--- src/rtl/lut_window_pkg.sv ---
package lut_window_pkg;

  localparam int ENTRY_W = 68;
  localparam int DATA_W  = 32;
  localparam int TOP_W   = ENTRY_W - 2 * DATA_W;

  // register byte offsets
  localparam int OFS_ID   = 'h00;
  localparam int OFS_CTL  = 'h08;
  localparam int OFS_IDX  = 'h20;
  localparam int OFS_STG0 = 'h34;
  localparam int OFS_STG1 = 'h38;
  localparam int OFS_STG2 = 'h3C;

  localparam int COMMIT_BIT = 31;
  localparam int CLEAR_BIT  = 30;
  localparam int IDXF_W     = 31;

  typedef enum logic [1:0] {
    SQ_IDLE,
    SQ_RD_ISSUE,
    SQ_RD_LAND,
    SQ_SWEEP
  } seq_state_e;

  typedef struct packed {
    logic id;
    logic ctl;
    logic idx;
    logic stg0;
    logic stg1;
    logic stg2;
  } reg_hit_t;

  function automatic logic [ENTRY_W-1:0] join_words(
    input logic [TOP_W-1:0]  top,
    input logic [DATA_W-1:0] mid,
    input logic [DATA_W-1:0] low
  );
    return {top, mid, low};
  endfunction

endpackage

--- src/rtl/lut_window_decode.sv ---
module lut_window_decode
  import lut_window_pkg::*;
#(
  parameter int ADDR_W = 8
) (
  input  logic [ADDR_W-1:0] addr,
  output reg_hit_t          hit
);

  always_comb begin
    hit      = '0;
    hit.id   = (addr == ADDR_W'(OFS_ID));
    hit.ctl  = (addr == ADDR_W'(OFS_CTL));
    hit.idx  = (addr == ADDR_W'(OFS_IDX));
    hit.stg0 = (addr == ADDR_W'(OFS_STG0));
    hit.stg1 = (addr == ADDR_W'(OFS_STG1));
    hit.stg2 = (addr == ADDR_W'(OFS_STG2));
  end

endmodule

--- src/rtl/lut_window_stage.sv ---
module lut_window_stage
  import lut_window_pkg::*;
(
  input  logic               clk,
  input  logic               rst,
  input  logic               wr_stb,
  input  reg_hit_t           hit,
  input  logic [DATA_W-1:0]  wdata,
  input  logic               load_en,
  input  logic [ENTRY_W-1:0] load_entry,
  output logic [TOP_W-1:0]   w_top,
  output logic [DATA_W-1:0]  w_mid,
  output logic [DATA_W-1:0]  w_low
);

  always_ff @(posedge clk) begin
    if (rst) begin
      w_top <= '0;
      w_mid <= '0;
      w_low <= '0;
    end else if (load_en) begin
      w_top <= load_entry[ENTRY_W-1 -: TOP_W];
      w_mid <= load_entry[2*DATA_W-1 -: DATA_W];
      w_low <= load_entry[DATA_W-1:0];
    end else if (wr_stb) begin
      if (hit.stg0) w_top <= wdata[TOP_W-1:0];
      if (hit.stg1) w_mid <= wdata;
      if (hit.stg2) w_low <= wdata;
    end
  end


  load_excl_chk: assert property (@(posedge clk) disable iff (rst)
    load_en |-> !wr_stb);

endmodule

--- src/rtl/lut_window_seq.sv ---
module lut_window_seq
  import lut_window_pkg::*;
#(
  parameter int DEPTH = 48,
  localparam int IDX_W = (DEPTH > 1) ? $clog2(DEPTH) : 1
) (
  input  logic               clk,
  input  logic               rst,
  input  logic               go_read,
  input  logic               go_commit,
  input  logic               go_clear,
  input  logic [IDXF_W-1:0]  idx_in,
  input  logic [ENTRY_W-1:0] commit_data,
  input  logic [ENTRY_W-1:0] tbl_rdata,
  output logic               idle,
  output logic [IDX_W-1:0]   tbl_addr,
  output logic               tbl_rd_en,
  output logic               tbl_wr_en,
  output logic [ENTRY_W-1:0] tbl_wdata,
  output logic               load_en,
  output logic [ENTRY_W-1:0] load_entry
);

  seq_state_e state_q;
  logic       in_range;
  logic       fetch_ok_q;

  assign in_range   = (idx_in < IDXF_W'(DEPTH));
  assign idle       = (state_q == SQ_IDLE);
  assign load_en    = (state_q == SQ_RD_LAND);
  assign load_entry = fetch_ok_q ? tbl_rdata : '0;

  always_ff @(posedge clk) begin
    if (rst) begin
      state_q    <= SQ_IDLE;
      tbl_addr   <= '0;
      tbl_rd_en  <= 1'b0;
      tbl_wr_en  <= 1'b0;
      tbl_wdata  <= '0;
      fetch_ok_q <= 1'b0;
    end else begin
      unique case (state_q)
        SQ_IDLE: begin
          tbl_wr_en <= 1'b0;
          tbl_rd_en <= 1'b0;
          if (go_clear) begin
            state_q   <= SQ_SWEEP;
            tbl_addr  <= '0;
            tbl_wdata <= '0;
            tbl_wr_en <= 1'b1;
          end else if (go_read) begin
            state_q    <= SQ_RD_ISSUE;
            tbl_addr   <= idx_in[IDX_W-1:0];
            tbl_rd_en  <= in_range;
            fetch_ok_q <= in_range;
          end else if (go_commit && in_range) begin
            tbl_addr  <= idx_in[IDX_W-1:0];
            tbl_wdata <= commit_data;
            tbl_wr_en <= 1'b1;
          end
        end
        SQ_RD_ISSUE: begin
          tbl_rd_en <= 1'b0;
          state_q   <= SQ_RD_LAND;
        end
        SQ_RD_LAND: begin
          state_q <= SQ_IDLE;
        end
        SQ_SWEEP: begin
          if (int'(tbl_addr) == DEPTH - 1) begin
            tbl_wr_en <= 1'b0;
            state_q   <= SQ_IDLE;
          end else begin
            tbl_addr <= tbl_addr + 1'b1;
          end
        end
        default: state_q <= SQ_IDLE;
      endcase
    end
  end


  no_rw_clash_chk: assert property (@(posedge clk) disable iff (rst)
    !(tbl_rd_en && tbl_wr_en));


  rd_stall_chk: assert property (@(posedge clk) disable iff (rst)
    tbl_rd_en |-> !idle);


  addr_range_chk: assert property (@(posedge clk) disable iff (rst)
    (tbl_rd_en || tbl_wr_en) |-> (int'(tbl_addr) < DEPTH));


  sweep_zero_chk: assert property (@(posedge clk) disable iff (rst)
    (state_q == SQ_SWEEP) |-> (tbl_wr_en && tbl_wdata == '0));


  sweep_step_chk: assert property (@(posedge clk) disable iff (rst)
    (state_q == SQ_SWEEP && $past(state_q) == SQ_SWEEP)
      |-> tbl_addr == $past(tbl_addr) + 1'b1);

endmodule

--- src/rtl/lut_window.sv ---
module lut_window
  import lut_window_pkg::*;
#(
  parameter int          DEPTH     = 48,
  parameter int          ADDR_W    = 8,
  parameter logic [7:0]  REV_MAJOR = 8'd1,
  parameter logic [7:0]  REV_MINOR = 8'd3
) (
  input  logic                        clk,
  input  logic                        rst,
  input  logic                        bus_req,
  input  logic                        bus_we,
  input  logic [ADDR_W-1:0]           bus_addr,
  input  logic [31:0]                 bus_wdata,
  output logic [31:0]                 bus_rdata,
  output logic                        bus_ready,
  output logic [$clog2(DEPTH)-1:0]    tbl_addr,
  output logic                        tbl_rd_en,
  output logic                        tbl_wr_en,
  output logic [67:0]                 tbl_wdata,
  input  logic [67:0]                 tbl_rdata
);

  reg_hit_t           hit;
  logic               acc_wr;
  logic               acc_rd;
  logic               go_read;
  logic               go_commit;
  logic               go_clear;
  logic               load_en;
  logic [ENTRY_W-1:0] load_entry;
  logic [TOP_W-1:0]   w_top;
  logic [DATA_W-1:0]  w_mid;
  logic [DATA_W-1:0]  w_low;
  logic [IDXF_W-1:0]  idx_shadow;
  logic [DATA_W-1:0]  rd_mux;

  lut_window_decode #(.ADDR_W(ADDR_W)) u_decode (
    .addr (bus_addr),
    .hit  (hit)
  );

  assign acc_wr    = bus_req && bus_we && bus_ready;
  assign acc_rd    = bus_req && !bus_we && bus_ready;
  assign go_clear  = acc_wr && hit.ctl && bus_wdata[CLEAR_BIT];
  assign go_read   = acc_wr && hit.idx && !bus_wdata[COMMIT_BIT];
  assign go_commit = acc_wr && hit.idx && bus_wdata[COMMIT_BIT];

  lut_window_stage u_stage (
    .clk        (clk),
    .rst        (rst),
    .wr_stb     (acc_wr),
    .hit        (hit),
    .wdata      (bus_wdata),
    .load_en    (load_en),
    .load_entry (load_entry),
    .w_top      (w_top),
    .w_mid      (w_mid),
    .w_low      (w_low)
  );

  lut_window_seq #(.DEPTH(DEPTH)) u_seq (
    .clk         (clk),
    .rst         (rst),
    .go_read     (go_read),
    .go_commit   (go_commit),
    .go_clear    (go_clear),
    .idx_in      (bus_wdata[IDXF_W-1:0]),
    .commit_data (join_words(w_top, w_mid, w_low)),
    .tbl_rdata   (tbl_rdata),
    .idle        (bus_ready),
    .tbl_addr    (tbl_addr),
    .tbl_rd_en   (tbl_rd_en),
    .tbl_wr_en   (tbl_wr_en),
    .tbl_wdata   (tbl_wdata),
    .load_en     (load_en),
    .load_entry  (load_entry)
  );

  always_ff @(posedge clk) begin
    if (rst) idx_shadow <= '0;
    else if (acc_wr && hit.idx) idx_shadow <= bus_wdata[IDXF_W-1:0];
  end

  always_comb begin
    rd_mux = '0;
    if (hit.id)   rd_mux = {16'h0000, REV_MAJOR, REV_MINOR};
    if (hit.idx)  rd_mux = {1'b0, idx_shadow};
    if (hit.stg0) rd_mux = {{(DATA_W-TOP_W){1'b0}}, w_top};
    if (hit.stg1) rd_mux = w_mid;
    if (hit.stg2) rd_mux = w_low;
  end

  always_ff @(posedge clk) begin
    if (rst) bus_rdata <= '0;
    else if (acc_rd) bus_rdata <= rd_mux;
  end


  id_read_chk: assert property (@(posedge clk) disable iff (rst)
    (acc_rd && bus_addr == ADDR_W'(OFS_ID))
      |=> bus_rdata == {16'h0000, REV_MAJOR, REV_MINOR});


  stall_hold_chk: assert property (@(posedge clk) disable iff (rst)
    (!bus_ready && !load_en) |=> ($stable(w_mid) && $stable(w_low) && $stable(w_top)));

endmodule

--- config.mk ---
export PLATFORM = sky130hd
export DESIGN_NAME = lut_window
export DESIGN_NICKNAME = d
export VERILOG_FILES = /design/src/rtl/lut_window_pkg.sv /design/src/rtl/lut_window_decode.sv /design/src/rtl/lut_window_stage.sv /design/src/rtl/lut_window_seq.sv /design/src/rtl/lut_window.sv
export SDC_FILE = /design/constraint.sdc
export NUM_CORES = 1
export LEC_CHECK = 0
export CAP_MARGIN = 20
export CORE_ASPECT_RATIO = 1.1
export CORE_MARGIN = 8
export CORE_UTILIZATION = 50
export DETAILED_ROUTE_END_ITERATION = 8
export GPL_TIMING_DRIVEN = 1
export PLACE_DENSITY = 0.83
export SLEW_MARGIN = 20
export SYNTH_ARGS = -nofsm -noshare
export SYNTH_HDL_FRONTEND = slang
export SYNTH_SLANG_ARGS = --single-unit
--- constraint.sdc ---
create_clock -name clk -period 5 [get_ports clk]
set_clock_uncertainty 0.1 [all_clocks]
set_input_delay 1.25 -clock clk [delete_from_list [all_inputs] [get_ports clk]]
set_output_delay 1.25 -clock clk [all_outputs]
set_load 0.005 [all_outputs]
==> metrics.csv <==
stage;metric;value;unit
status;status;finished, final reports clean;
power_and_ir_drop;power_density;408;mW/mm^2
sta;slew_violations;0;
logic_synthesis;syn_inst;1123;
clocking;cts.hold.buffers_added;0;
sta;finalHoldViolations;0;
placement;numPortBuffers;220;
detailed_routing;post_drt_wl_per_cell;19.1;um
clocking;cts_sinks;210;
power_and_ir_drop;seqPwrFrac;42.4;%
detailed_routing;drc;0;
global_route;grt_util_all_layers;25.1;%
die;ios;221;
finish;fin_nets;1400;
logic_synthesis;synth.distinct_cells;48;
die;fp.dieW;144;um
sta;final.setup.tns;0;ns
clocking;root_buffer;clkbuf_16;
placement;gp_congestion;0.860;
power_and_ir_drop;swShare;30.5;%
clocking;h-tree-depth;1;
placement;dpl.hpwl;19800;um
power_and_ir_drop;p_sw;0.00149;W
logic_synthesis;synth-seq-cells;210;
power_and_ir_drop;p_leak;4.02;nW
die;die_h;157;um
global_route;grt_pass1_wl;45700;um
power_and_ir_drop;p_total;0.00489;W
finish;area_growth_syn_to_layout;32.9;%
clocking;insertion_delay;0.49;ns
logic_synthesis;syn_nets;1241;
power_and_ir_drop;p_clk_share;33.8;%
critical_path;reg2reg_depth;8;
die;start_util;51.0;%
clocking;tritoncts;built;
global_route;gr-total-overflow;0;
clocking;cts_resized;0;
die;core;0.0177;mm^2
die;dieArea;0.0226;mm^2
global_route;grt_pass1_vias;8715;
critical_path;worstSetupEndpointType;flip-flop;
power_and_ir_drop;peakVddDrop;277;uV
hold_path;hp-class;flip-flop to flip-flop;
critical_path;cp.required;5.30;ns
finish;drive_gt1_share;5.25;%
power_and_ir_drop;combPwrFrac;23.9;%
sta;setup-violations-final;0;
global_route;grt_max_degree;143;
logic_synthesis;synth_edf_count;0;
clocking;cts_setup_buffers;0;
sta;finalCriticalPeriod;4.06;ns
critical_path;path_max_fanout;64;
critical_path;crit_arrival;4.36;ns
finish;insertedDiodeCount;0;
run;max-cap-violations;0;
logic_synthesis;syn-cell-area;0.00901;mm^2
detailed_routing;antenna_left;0;
logic_synthesis;postSynth.asyncResetShare;0;%
clocking;clk_path_buf_depth;3;
hold_path;hold_depth;2;
sta;worst_slew_pin_slew;1.10;ns
power_and_ir_drop;p_int;0.00340;W
logic_synthesis;ys_warn_count;0;
detailed_routing;vias_per_cell;5.77;
sta;max_freq;246;MHz
sta;rsz0062_at_grt;no;
clocking;clkSlewWorstSetupHoldPaths;0.06;ns
global_route;antenna_found_initial;1;
detailed_routing;dr.pass1.iters;5;
detailed_routing;finalWirelength;29400;um
detailed_routing;dr.first_iter.drc_count;676;
detailed_routing;num_vias;8848;
logic_synthesis;seq_area_frac_synth;46.7;%
critical_path;critPathKind;primary input to flip-flop;
die;core.rowCount;51;
logic_synthesis;syn_area_per_cell;8.02;um^2
sta;final.period_utilization;81.3;%
critical_path;critPathLaunchType;primary input;
logic_synthesis;ys.flop_type;dfxtp_1;
sta;relSlewSlack;26.6;%
clocking;cts_made_buffers;22;
## per-layer routing
layer  global-route usage, %  vias up  share of wire, %
met1                    31.1     4219                41
met3                    5.91       50               8.9
li1                        -     4235                 -
met5                       0        -             0.027
met2                    42.5      342                48
met4                    6.97        2               2.2
## cell type report
type,instances,area [um^2]
Fill cell,1475,5700
Multi-Input combinational cell,804,4360
Sequential cell,210,4200
Timing Repair Buffer,234,2340
Clock buffer,30,642
Tap cell,238,298
Clock inverter,8,90.1
Inverter,10,37.5
## path summary, 6_finish.rpt
path                                        from                end  slack [ns]
worst min-delay path              idx_shadow[13]     idx_shadow[13]        0.35
worst max register to register  u_seq.state_q[0]  u_seq.tbl_addr[0]        2.10
worst min register to register    idx_shadow[13]     idx_shadow[13]        0.35
worst max-delay path                 bus_addr[3]  u_stage.w_mid[27]        0.94
## cell usage after synthesis, drive strengths merged, types with 2 or more instances
| cell | count | share of area [%] |
|---|---|---|
| o22ai | 2 | 0.14 |
| nand4 | 2 | 0.21 |
| and3 | 4 | 0.28 |
| and2 | 4 | 0.28 |
| a21o | 3 | 0.25 |
| nor3 | 40 | 2.3 |
| nor4 | 6 | 0.58 |
| a21oi | 175 | 9.7 |
| a211oi | 102 | 8.5 |
| clkbuf | 60 | 2.5 |
| nor3b | 2 | 0.17 |
| dfxtp | 210 | 47 |
| xnor2 | 2 | 0.19 |
| or3 | 2 | 0.14 |
| o211ai | 4 | 0.39 |
| buf | 39 | 2.3 |
| nor2 | 129 | 5.4 |
| mux2i | 28 | 3.1 |
| inv | 10 | 0.42 |
| nand3 | 79 | 4.5 |
| ha | 6 | 0.83 |
| o32ai | 2 | 0.19 |
| a222oi | 2 | 0.22 |
| nand3b | 3 | 0.25 |
| or2 | 2 | 0.14 |
| nand2b | 7 | 0.57 |
| nand2 | 148 | 6.2 |
| nor2b | 38 | 2.6 |
| a22oi | 2 | 0.17 |
| o21ai | 2 | 0.11 |
## cell families after synthesis
| kind of cell | synth area share (%) |
|---|---|
| fa+ha+maj | 0.833 |
| simple gates | 24.0 |
| buf+inv | 5.21 |
| mux | 3.11 |
| xor+xnor | 0.292 |
| flops | 46.7 |
| compound gates | 19.9 |
## state kept, by name (all words and copies together), names as in the netlist
register and cells:
bus_rdata 32, idx_shadow 31, u_seq.fetch_ok_q 1, u_seq.state_q 2, u_seq.tbl_addr 6, u_seq.tbl_rd_en 1
u_seq.tbl_wdata 68, u_seq.tbl_wr_en 1, u_stage.w_low 32, u_stage.w_mid 32, u_stage.w_top 4
## per-stage QoR
step	area, um^2	instances	util [%]	hold WS, ns	worst slack [ns]
2_1_floorplan	9010	1123	-	0.327	1.98
3_3_place_gp	11200	1496	63.6	0.336	0.688
3_5_place_dp	11200	1496	63.6	0.344	0.539
4_1_cts	12000	1534	67.7	0.353	0.987
5_1_grt	12000	1534	67.7	0.370	0.762
6_report	12000	1534	67.7	0.351	0.936
## power groups by stage
| stage | registers (W) | clock network, W | logic, W |
|---|---|---|---|
| after floorplan | 0.00204 | 0 | 0.000756 |
| after global placement | 0.00209 | 0 | 0.00112 |
| after detailed placement | 0.00210 | 0 | 0.00115 |
| after CTS | 0.00206 | 0.00167 | 0.00116 |
| after global routing | 0.00209 | 0.00174 | 0.00129 |
| final | 0.00207 | 0.00165 | 0.00117 |
## critical path, cell delays in order
cell and delay [ns]:
clkdlybuf4s50_1 0.52, nor3b_1 0.53, nand4_1 0.54, nor2_1 0.39
a21o_2 0.18, buf_4 0.53, nor2_1 0.14, a211oi_1 0.26
## placed cells by master (no fill, tap or decap), drive strengths merged, types with 3 or more instances in the layout
| master | instances |
|---|---|
| nor4 | 6 |
| nand3b | 3 |
| and3 | 4 |
| a211oi | 102 |
| clkdlybuf4s50 | 218 |
| ha | 6 |
| o211ai | 4 |
| and2 | 4 |
| clkinv | 6 |
| nand2b | 7 |
| buf | 16 |
| a21oi | 175 |
| a21o | 3 |
| mux2i | 28 |
| nor3 | 40 |
| clkbuf | 30 |
| inv | 10 |
| nand2 | 148 |
| nor2 | 129 |
| nand3 | 79 |
| nor2b | 38 |
| dfxtp | 210 |
Note: power is estimated with default switching activity, not from simulation.
